<file path="config.mk">
export PLATFORM = sky130hd
export DESIGN_NAME = radix_perm_check
export DESIGN_NICKNAME = d
export VERILOG_FILES = /design/src/rtl/radix_perm_pkg.sv /design/src/rtl/radix_perm_ctrl.sv /design/src/rtl/radix_perm_datapath.sv /design/src/rtl/radix_perm_check.sv
export SDC_FILE = /design/constraint.sdc
export NUM_CORES = 1
export LEC_CHECK = 0
export BUFFER_PORTS_ARGS = -buffer_cell sky130_fd_sc_hd__buf_2
export CAP_MARGIN = 30
export CORE_MARGIN = 8
export CORE_UTILIZATION = 40
export CTS_CLUSTER_DIAMETER = 40
export CTS_CLUSTER_SIZE = 16
export DETAILED_ROUTE_END_ITERATION = 12
export GPL_TIMING_DRIVEN = 0
export MAX_ROUTING_LAYER = met4
export PLACE_DENSITY = 0.83
export REMOVE_ABC_BUFFERS = 1
export SLEW_MARGIN = 10
export SYNTH_ARGS = -nofsm -noshare
export SYNTH_HDL_FRONTEND = slang
export SYNTH_SLANG_ARGS = --single-unit
</file>
<file path="constraint.sdc">
create_clock -name clk -period 1.7 [get_ports clk]
set_input_delay 0.34 -clock clk [delete_from_list [all_inputs] [get_ports clk]]
set_output_delay 0.34 -clock clk [all_outputs]
set_load 0.05 [all_outputs]
</file>
<file path="src/rtl/radix_perm_pkg.sv">
package radix_perm_pkg;

  typedef enum logic [1:0] {
    ACC_READ  = 2'd0,
    ACC_WRITE = 2'd1,
    ACC_EXEC  = 2'd2,
    ACC_ALT   = 2'd3
  } accKind_e;

  // Bit positions inside a leaf entry that the decision depends on
  localparam int unsigned PTE_EXEC_BIT = 0;
  localparam int unsigned PTE_RW_BIT   = 1;
  localparam int unsigned PTE_RD_BIT   = 2;
  localparam int unsigned PTE_PRIV_BIT = 3;
  localparam int unsigned PTE_ATT_LO   = 4;
  localparam int unsigned PTE_ATT_HI   = 5;

  localparam logic [1:0] ATT_NONIDEM_IO = 2'b10;

  localparam logic [31:0] CAUSE_PROT    = 32'h0800_0000;
  localparam logic [31:0] CAUSE_GUARDED = 32'h1000_0000;
  localparam logic [31:0] CAUSE_STORE   = 32'h0200_0000;

  // Permission vector order: {exec, write, read}
  typedef struct packed {
    logic x;
    logic w;
    logic r;
  } perm_t;

  // Strobes from control to datapath
  typedef struct packed {
    logic  load;
    logic  isFetch;
    logic  isStore;
    logic  privDeny;
    logic  applyMask;
    logic  guardHit;
    perm_t need;
  } ctrlStrobe_t;

endpackage

</file>
<file path="src/rtl/radix_perm_ctrl.sv">
module radix_perm_ctrl
  import radix_perm_pkg::*;
#(
  parameter int unsigned PTE_W = 64
) (
  input  logic             clk,
  input  logic             rstN,
  input  logic             reqValid,
  input  logic [PTE_W-1:0] leafPte,
  input  logic [1:0]       accType,
  input  logic             probState,
  output ctrlStrobe_t      strobe,
  output logic             resValid
);

  accKind_e kind;
  logic     pagePriv;
  logic [1:0] attrField;

  always_comb begin
    kind      = accKind_e'(accType);
    pagePriv  = leafPte[PTE_PRIV_BIT];
    attrField = leafPte[PTE_ATT_HI:PTE_ATT_LO];
  end

  always_comb begin
    strobe           = '0;
    strobe.load      = reqValid;
    strobe.isFetch   = (kind == ACC_EXEC);
    strobe.isStore   = (kind == ACC_WRITE);
    strobe.privDeny  = pagePriv && probState;
    strobe.applyMask = !pagePriv && !probState;
    strobe.guardHit  = strobe.isFetch && (attrField == ATT_NONIDEM_IO);
    unique case (kind)
      ACC_WRITE: strobe.need = '{x: 1'b0, w: 1'b1, r: 1'b0};
      ACC_EXEC:  strobe.need = '{x: 1'b1, w: 1'b0, r: 1'b0};
      default:   strobe.need = '{x: 1'b0, w: 1'b0, r: 1'b1};
    endcase
  end

  always_ff @(posedge clk or negedge rstN) begin
    if (!rstN) resValid <= 1'b0;
    else       resValid <= reqValid;
  end

endmodule

</file>
<file path="src/rtl/radix_perm_datapath.sv">
module radix_perm_datapath
  import radix_perm_pkg::*;
#(
  parameter int unsigned PTE_W = 64,
  parameter int unsigned EA_W  = 64,
  parameter int unsigned ERR_W = 32
) (
  input  logic             clk,
  input  logic             rstN,
  input  ctrlStrobe_t      strobe,
  input  logic [PTE_W-1:0] leafPte,
  input  logic [1:0]       amrKey,
  input  logic             iamrKey,
  input  logic [EA_W-1:0]  effAddr,
  output logic [2:0]       grantPerm,
  output logic             fault,
  output logic             instFault,
  output logic             dataFault,
  output logic [ERR_W-1:0] instErrCode,
  output logic [ERR_W-1:0] dataSyndrome,
  output logic [EA_W-1:0]  faultAddr
);

  localparam logic [ERR_W-1:0] PROT_C  = ERR_W'(CAUSE_PROT);
  localparam logic [ERR_W-1:0] GUARD_C = ERR_W'(CAUSE_GUARDED);
  localparam logic [ERR_W-1:0] STORE_C = ERR_W'(CAUSE_STORE);

  perm_t eaaPerm, maskPerm, grantNext;
  logic  denied;
  logic [ERR_W-1:0] causeNext;

  always_comb begin
    eaaPerm.r = leafPte[PTE_RD_BIT] | leafPte[PTE_RW_BIT];
    eaaPerm.w = leafPte[PTE_RW_BIT];
    eaaPerm.x = leafPte[PTE_EXEC_BIT];
    maskPerm.r = !amrKey[0];
    maskPerm.w = !amrKey[1];
    maskPerm.x = !iamrKey;
  end

  always_comb begin
    if (strobe.guardHit || strobe.privDeny) grantNext = '0;
    else if (strobe.applyMask)              grantNext = eaaPerm & maskPerm;
    else                                    grantNext = eaaPerm;
    denied = strobe.guardHit || ((strobe.need & grantNext) == '0);
    if (strobe.guardHit) causeNext = GUARD_C;
    else if (denied)     causeNext = PROT_C;
    else                 causeNext = '0;
  end

  always_ff @(posedge clk or negedge rstN) begin
    if (!rstN) begin
      grantPerm    <= '0;
      fault        <= 1'b0;
      instFault    <= 1'b0;
      dataFault    <= 1'b0;
      instErrCode  <= '0;
      dataSyndrome <= '0;
      faultAddr    <= '0;
    end else if (strobe.load) begin
      grantPerm    <= grantNext;
      fault        <= denied;
      instFault    <= denied && strobe.isFetch;
      dataFault    <= denied && !strobe.isFetch;
      instErrCode  <= (denied && strobe.isFetch) ? causeNext : '0;
      dataSyndrome <= (denied && !strobe.isFetch)
                      ? (causeNext | (strobe.isStore ? STORE_C : '0)) : '0;
      faultAddr    <= (denied && !strobe.isFetch) ? effAddr : '0;
    end
  end

endmodule

</file>
<file path="src/rtl/radix_perm_check.sv">
module radix_perm_check
  import radix_perm_pkg::*;
#(
  parameter int unsigned PTE_W = 64,
  parameter int unsigned EA_W  = 64,
  parameter int unsigned ERR_W = 32
) (
  input  logic             clk,
  input  logic             rstN,
  input  logic             reqValid,
  input  logic [PTE_W-1:0] leafPte,
  input  logic [1:0]       accType,
  input  logic             probState,
  input  logic [1:0]       amrKey,
  input  logic             iamrKey,
  input  logic [EA_W-1:0]  effAddr,
  output logic             resValid,
  output logic [2:0]       grantPerm,
  output logic             fault,
  output logic             instFault,
  output logic             dataFault,
  output logic [ERR_W-1:0] instErrCode,
  output logic [ERR_W-1:0] dataSyndrome,
  output logic [EA_W-1:0]  faultAddr
);

  ctrlStrobe_t strobe;

  radix_perm_ctrl #(.PTE_W(PTE_W)) u_ctrl (
    .clk(clk), .rstN(rstN), .reqValid(reqValid), .leafPte(leafPte),
    .accType(accType), .probState(probState), .strobe(strobe),
    .resValid(resValid)
  );

  radix_perm_datapath #(.PTE_W(PTE_W), .EA_W(EA_W), .ERR_W(ERR_W)) u_dp (
    .clk(clk), .rstN(rstN), .strobe(strobe), .leafPte(leafPte),
    .amrKey(amrKey), .iamrKey(iamrKey), .effAddr(effAddr),
    .grantPerm(grantPerm), .fault(fault), .instFault(instFault),
    .dataFault(dataFault), .instErrCode(instErrCode),
    .dataSyndrome(dataSyndrome), .faultAddr(faultAddr)
  );

endmodule

</file>
==> results of run 1 <==
power by group through the flow:
| stage | clock network (mW) | registers (mW) | logic (mW) |
|---|---|---|---|
| floorplan | 0 | 2.79 | 0.527 |
| global placement | 0 | 2.12 | 1.59 |
| detailed placement | 0 | 2.13 | 1.64 |
| CTS | 1.47 | 2.09 | 1.65 |
| global route | 1.57 | 2.11 | 1.72 |
| finish | 1.42 | 2.09 | 1.65 |
final cells by class:
class | instances | share of cell area
Clock buffer | 10 | 0.0304
Tap cell | 105 | 0.0313
Timing Repair Buffer | 163 | 0.213
Multi-Input combinational cell | 158 | 0.248
Clock inverter | 5 | 0.0185
Sequential cell | 76 | 0.453
Inverter | 6 | 0.00596
kinds of logic after synthesis:
group,after synthesis,synth area share
adder cells (fa/ha/maj),2,0.00769
AND/OR/NAND/NOR,18,0.0281
buffers and inverters,80,0.166
multiplexers,2,0.00692
AO/OA/AOI/OAI,77,0.205
flip-flops,76,0.585
other,1,0.00115
routing by layer:
metal	vias up	routed length (um)	part of all wire
met1	1162	3350	0.41
met3	10	822	0.10
li1	1115	-	-
met5	-	0	0
met2	125	3980	0.48
met4	0	97	0.012
worst max-delay path by stage:
stage	endpoint	cells after the start	slack, ns	startpoint
final	u_dp.faultAddr[15]$_DFFE_PN0P_	9	0.09	accType[0]
after CTS	u_dp.faultAddr[5]$_DFFE_PN0P_	9	0.05	accType[0]
after global routing	u_dp.faultAddr[15]$_DFFE_PN0P_	9	0.0007	accType[0]
after detailed placement	u_dp.faultAddr[17]$_DFFE_PN0P_	9	-0.68	accType[0]
after floorplan	u_dp.dataSyndrome[25]$_DFFE_PN0P_	6	-1.62	accType[0]
after global placement	u_dp.faultAddr[22]$_DFFE_PN0P_	4	-2.85	reqValid
worst max-delay path, cell delays in order:
cell and delay, ns:
buf_2 0.09, inv_1 0.04, ha_2 0.21, and3b_2 0.25
nor2_2 0.24, a211oi_4 0.11, buf_4 0.18, buf_8 0.16
a22o_1 0.19
Yosys cell counts (2+ instances only):
cell type and instances:
nor2b_1 2, nor2_1 5, clkbuf_1 8, inv_1 5, o21ai_0 2, nand2_1 5, and2_1 2, mux2_2 2
ha_1 2, buf_2 3, a21o_1 2, buf_4 63, dfrtp_1 76, a22o_1 67, nor3b_1 2
state kept, by name, indices dropped and copies added, names as in the netlist:
name / cells
u_ctrl.resValid: 1
u_dp.dataFault: 1
u_dp.dataSyndrome: 3
u_dp.fault: 1
u_dp.faultAddr: 64
u_dp.grantPerm: 3
u_dp.instErrCode: 2
u_dp.instFault: 1
what timing repair did:
item	CTS	global route
setup buffers	3	0
gates resized for setup	1	5
hold endpoints to repair	37	0
pin swaps	1	0
hold buffers	1	0
gates cloned	0	0
setup endpoints to repair	57	48
through the flow:
stage	setup slack (ns)	setup TNS [ns]	instance area, um2	hold slack [ns]
final	0.0940	0	4200	0.218
after global routing	0.000667	0	4200	0.196
after CTS	0.0463	0	4190	0.192
after detailed placement	-0.681	-34.98	3950	0.339
after global placement	-2.85	-198.60	3850	0.460
after floorplan	-1.62	-108.15	2950	0.0444
==> summary by stage, run 1 <==
Outcome
The flow ran to the end, and the final reports show no timing, DRC or antenna violations.

Cells and area
The number of fill cells is between 700 and 800. The commonest non-fill, non-tap cell in the layout is buf_2. The final design utilization is 0.521. Of the cells placed in the final design, the portion with a size suffix greater than 1 is 0.440. The repair_antennas step left the layout with diodes totalling 0. In the layout the commonest cells are buf_2, dfrtp_1, a22o_1. The sequential cells in the finished layout cover a total of between 0.0015 and 0.002 mm2.

The final non-filler cell total is 523. The final layout contains 553 nets. The area growth from synthesis to layout is 29.0%. The multi-input gate area in the final layout is between 0.001 and 0.0015 mm2.

Yosys
The fraction of the yosys area taken by sequential cells is 0.585. Sorting the synthesized cells by area gives the leading types as dfrtp_1, a22o_1, buf_4. The share of synthesized area in the top cell type comes to 0.585. The post-synthesis instance total is ~260.

The synthesized design contains 0 enable-type register cells. Among all flip-flop cells after synthesis, the most frequent one is dfrtp_1. The async set-reset flop share out of synthesis is 1.00. Yosys printed 0 warnings. After synthesis the cells add up to 0.00325 mm2. Synthesis inferred 76 register bits. Each instance of the synthesized netlist takes up on average 12.7 um2.

Counting distinct cell types in the post-synthesis netlist gives 25. The cell type contributing the most total cell area after synthesis is dfrtp_1.

Setup path
The type of element capturing the critical path is a flop. For the worst flop-to-flop path, the logic depth is 1. The worst register-to-register path begins at u_dp.faultAddr[17]$_DFFE_PN0P_. Across all register-to-register paths, the minimum setup slack is 0.95 ns. Data on the critical path arrives at its endpoint at 1.81 ns. The required arrival time at the worst endpoint is roughly 1.9 ns. The maximum fanout count along the critical path is 24.

The critical path is of the in -> reg type. The endpoint identified for the worst register-to-register timing path is u_dp.faultAddr[17]$_DFFE_PN0P_. The worst setup path is launched from an input port.

Power and ir drop
The leakage power is 2.38 nW. The worst vdd rail ir drop is 0.534 mV. The share of total power dissipated in the clock network is 0.275. The share of total power dissipated in sequential elements is 0.406. The switching part of the total is 0.382. Of the total power, combinational logic draws 0.319. The net switching power figure is 1.97 mW. The overall power of the completed layout is slightly above 5 mW.

The internal power consumption is 3.19 mW. For this design the ratio of total power to cell area is about 1200 mW/mm2.

CTS
TritonCTS built the clock tree. The later pin in the worst-skew pair is clocked with a latency of ~0.33 ns. The CTS H-tree depth is 3.

The clock passes through at most 2 buffers. Clock tree synthesis found a total of 76 sinks. After clock tree synthesis, the clock-pin slew on the worst setup and hold paths is 0.08 ns. The number of buffers created by CTS is 9. The clock root buffer is clkbuf_8.

Drt
For this run, design rule violations remaining after detail routing come to 0. Using the TritonRoute via totals, the vias-per-cell ratio works out to ~4.6. Detailed routing inserted a total of about 2400 vias. The wire length per cell after detailed routing is about 16 um.

The pre-antenna-repair detailed-routing pass consisted of 4 iterations. The initial detailed-routing violation count is 82. The aggregate routed wire length is slightly above 8000 um. The number of antenna-violating nets in the routed design is 0.

Worst hold path
For hold timing, the worst endpoint is u_dp.faultAddr[0]$_DFFE_PN0P_. In this run the worst hold path is classified as in -> reg. Counting instances, the worst hold path has a depth of 2. In this run the most critical hold path is launched from effAddr[0].

Place
The number of cells after detailed placement is ~500. In this run the tool buffered the top-level ports with ~150 buffer cells. The congestion estimate from routability-driven global placement came to a little over 0.8. The post-DP HPWL is roughly 6500 um.

GRT
The number of antenna violations at the first check in global routing is 0. The overall routing resource usage is 0.145. For this run the aggregate overflow at the end of global routing stands at 0. In the global route stage, met3 resource usage came out at 0.0532. The number of global-route vias before repair is roughly 2600. The met2 usage is 0.224. The first global-routing pass estimated 12800 um of wire. The maximum number of pins on one net before global-route repair is 40. The fraction of met1 tracks used by global routing is 0.167. The busiest layer in global routing is met2.

Die
The I/O pin count is 272. The vertical die dimension is approximately 110 um. The die is between 100 and 150 um wide.

In this run the standard cell core region covers about 0.008 mm2. The die covers 0.0113 mm2. The initial utilization of the core area, before any placement, comes to 0.404. The standard-cell row count is 33.

Run
The max capacitance violation total is 0.

Timing
The worst path in the final design needs a cycle of ~1.6 ns, including I/O delays and setup. Between clock sinks in the finished design, the worst skew comes to 0 ns. The count of final max-slew check failures is 0. The count of final hold-check violations is 0. Setup repair after global routing left no endpoint under its margin. Static timing analysis puts the maximum clock frequency at roughly 620 MHz. The number of failing setup endpoints in the final timing report is 0. The ratio of final minimum period to clock period is 0.945.
Note: power is estimated with default switching activity, not from simulation.
==> run 2: changes to the inputs <==
--- a/config.mk
+++ b/config.mk
@@ -10,7 +10,7 @@
 export CORE_MARGIN = 8
 export CORE_UTILIZATION = 40
 export CTS_CLUSTER_DIAMETER = 40
-export CTS_CLUSTER_SIZE = 16
+export CTS_CLUSTER_SIZE = 12
 export DETAILED_ROUTE_END_ITERATION = 12
 export GPL_TIMING_DRIVEN = 0
 export MAX_ROUTING_LAYER = met4
==> constraint.sdc (replaced) <==
create_clock -name clk -period 1.7 [get_ports clk]
set_input_delay 0.17 -clock clk [delete_from_list [all_inputs] [get_ports clk]]
set_output_delay 0.17 -clock clk [all_outputs]
set_load 0.05 [all_outputs]
==> summary by stage, run 2 (same netlist as run 1, synthesis figures left out) <==
Setup path
The largest stage delay on the critical path came to 0.36 ns (+0.11 ns). The buffering stage count on the worst path with inverters included is 4 (unchanged). The required arrival time at the worst endpoint is 1.91 ns (about the same). STA classifies the critical path endpoint as a flop.

The signal arrival time at the worst endpoint is 1.81 ns (about the same). The startpoint identified for the worst register-to-register timing path is u_dp.faultAddr[21]$_DFFE_PN0P_. The endpoint identified for the worst register-to-register timing path is u_dp.faultAddr[21]$_DFFE_PN0P_. The critical path's slowest cell is nor2_1. The launching element of the worst setup path is accType[0].

The maximum fanout count along the critical path is 24 (unchanged). The worst setup path is launched from an input port. The internal reg-to-reg setup slack is 0.95 ns (about the same). Grouping stages by cell kind, the critical path spends the most delay in simple AND/OR/NAND/NOR gates.

Traced cell by cell, the critical path runs through buf_2, inv_1, ha_1, and3b_1, nor2_1, a211oi_4, buf_4, buf_8, a22o_1. The type of the worst setup path is in -> reg. The path depth of the worst reg2reg path was 1 (unchanged).

Timing
The ratio of final minimum period to clock period came to 0.941 (-0.00418). The worst pin sits at a relative slew slack of 0.598. The worst hold slack was 0.0484 ns (-0.169 ns). The count of final max-slew check failures was 0 (unchanged). The count of final hold-check violations is 0 (unchanged).

The clock period minus final worst setup slack is 1.60 ns (-0.00711 ns). The worst clock skew on the final layout was 0 ns (unchanged). The number of failing setup endpoints in the final timing report is 0 (unchanged). At the pin with the least slew margin, the transition time is 0.602 ns. Setup repair after global routing left no endpoint under its margin. The maximum clock frequency is 625 MHz (+0.44%).

Worst hold path
The capture endpoint of the worst hold path is u_dp.faultAddr[0]$_DFFE_PN0P_. In this run the most critical hold path is launched from effAddr[0]. The type of the worst min-delay path is in -> reg.

The worst hold path stage count is 2 (unchanged).

GRT
The number of global-route vias before repair came to 2594 (unchanged). The number of antenna violations at the first check in global routing is 0 (unchanged). The overall routing resource usage is 0.145 (unchanged). The total congestion overflow is 0 (unchanged). The maximum number of pins on one net before global-route repair is 40 (unchanged). The wire length of the first global-routing pass is 12800 um (unchanged).

CTS
The number of clock sinks is 76 (unchanged). The clock-pin slew on the worst setup and hold paths is 0.08 ns (about the same). The CTS H-tree depth was 3 (unchanged). The clock root buffer is clkbuf_8. The TritonCTS clock tree is yes. The latest clock arrival within the worst-skew pair came to 0.33 ns (about the same).

The number of buffers created by CTS is 9 (unchanged). The number of gates resized after cts is 0 (-1). The maximum clock insertion buffer count is 2 (unchanged).

Drt
The routed via count divided by cell count was 4.59 (-0.41%). The detailed-router iteration count before antenna repair was 4 (unchanged). The total via count in the routed design is 2402 (-0.41%).

The initial detailed-routing violation count is 78 (-4.9%). The number of antenna-violating nets in the routed design is 0 (unchanged). The wire length per cell after detailed routing was 15.8 um (+0.12%).

The aggregate routed wire length is 8260 um (+0.12%). The post-detailed-route DRC marker count was 0 (unchanged).

Die
The standard-cell row count is 33 (unchanged). The horizontal die dimension is 106 um (unchanged). The area enclosed by the die boundary is 0.0113 mm2 (unchanged). The vertical die dimension is 106 um (unchanged). The starting density of the core is 0.404 (unchanged).

The I/O pin count came to 272 (unchanged). The core region area is 0.00805 mm2 (unchanged).

Place
The count of input and output buffers was 154 (unchanged). The routability congestion estimate is 0.808 (unchanged). The post-DP HPWL is 6450 um (unchanged).

Cells and area
In the layout the commonest cells are buf_2, dfrtp_1, a22o_1. The commonest non-fill, non-tap cell in the layout is buf_2. The area growth from synthesis to final layout is 28.6%. The number of fill cells is 738 (+0.14%). The flip-flop count of the largest register after layout is 64 (unchanged). The final net count was 553 (unchanged). The largest registers in the layout are u_dp.faultAddr: 64 flops, u_dp.dataSyndrome: 3 flops, u_dp.grantPerm: 3 flops. Ranked by flip-flop count, first place goes to u_dp.faultAddr. The share of final-layout standard cells stronger than drive strength 1 is 0.433 (-0.00718). The number of antenna cells inserted came to 0 (unchanged).

Power and ir drop
The worst vdd rail ir drop was 0.533 mV (-0.20%). The power density over the cells is 1230 mW/mm2 (+0.23%). The overall power of the completed layout was 5.15 mW (-0.10%). The leakage power was 2.38 nW (about the same).

Outcome
The run finished with clean final reports.

Run
The max capacitance violation total is 0 (unchanged).
[run 2: per-layer routing]
layer | vias up | global-route usage | share of wire
li1 | 1113 | - | -
met2 | 125 | 0.224 | 0.48
met1 | 1154 | 0.167 | 0.41
met3 | 10 | 0.0532 | 0.099
met4 | 0 | 0.0593 | 0.012
met5 | - | - | 0
[run 2: per-stage QoR]
| stage | cells | instance area (um2) | utilization | TNS (ns) | worst slack (ns) |
|---|---|---|---|---|---|
| after global routing | 523 | 4180 | 0.520 | 0 | 0.0146 |
| after floorplan | 240 | 2950 | - | -96.76 | -1.45 |
| final | 523 | 4180 | 0.520 | 0 | 0.101 |
| after global placement | 499 | 3850 | 0.479 | -177.82 | -2.68 |
| after CTS | 523 | 4180 | 0.520 | 0 | 0.121 |
| after detailed placement | 504 | 3950 | 0.490 | -23.17 | -0.511 |
[run 2: cell type report]
class | count | area, um2 | area share
Clock buffer | 10 | 128 | 0.0305
Inverter | 6 | 22.5 | 0.00538
Timing Repair Buffer | 163 | 887 | 0.212
Sequential cell | 76 | 1900 | 0.455
Multi-Input combinational cell | 158 | 1040 | 0.248
Tap cell | 105 | 131 | 0.0314
Clock inverter | 5 | 77.6 | 0.0185
[run 2: repair_timing]
| action | 4_1_cts | 5_1_grt |
|---|---|---|
| setup buffers | 3 | 0 |
| endpoints found under the setup margin | 23 | 0 |
| hold buffers | 1 | 0 |
| hold endpoints to repair | 37 | 0 |
[run 2: power breakdown]
group          switching [mW]  total [mW]  internal [mW]
clock network           0.604        1.42          0.814
logic                    1.26        1.64          0.376
registers               0.100        2.09           1.99
total                    1.97        5.15           3.18
[run 2: worst max-delay path by stage]
stage                                                   end  depth (start not counted)
after global placement       u_dp.faultAddr[22]$_DFFE_PN0P_                          4
after CTS                     u_dp.faultAddr[5]$_DFFE_PN0P_                          9
after detailed placement     u_dp.faultAddr[17]$_DFFE_PN0P_                          9
after floorplan           u_dp.dataSyndrome[25]$_DFFE_PN0P_                          6
final                        u_dp.faultAddr[15]$_DFFE_PN0P_                          9
after global routing         u_dp.faultAddr[15]$_DFFE_PN0P_                          9
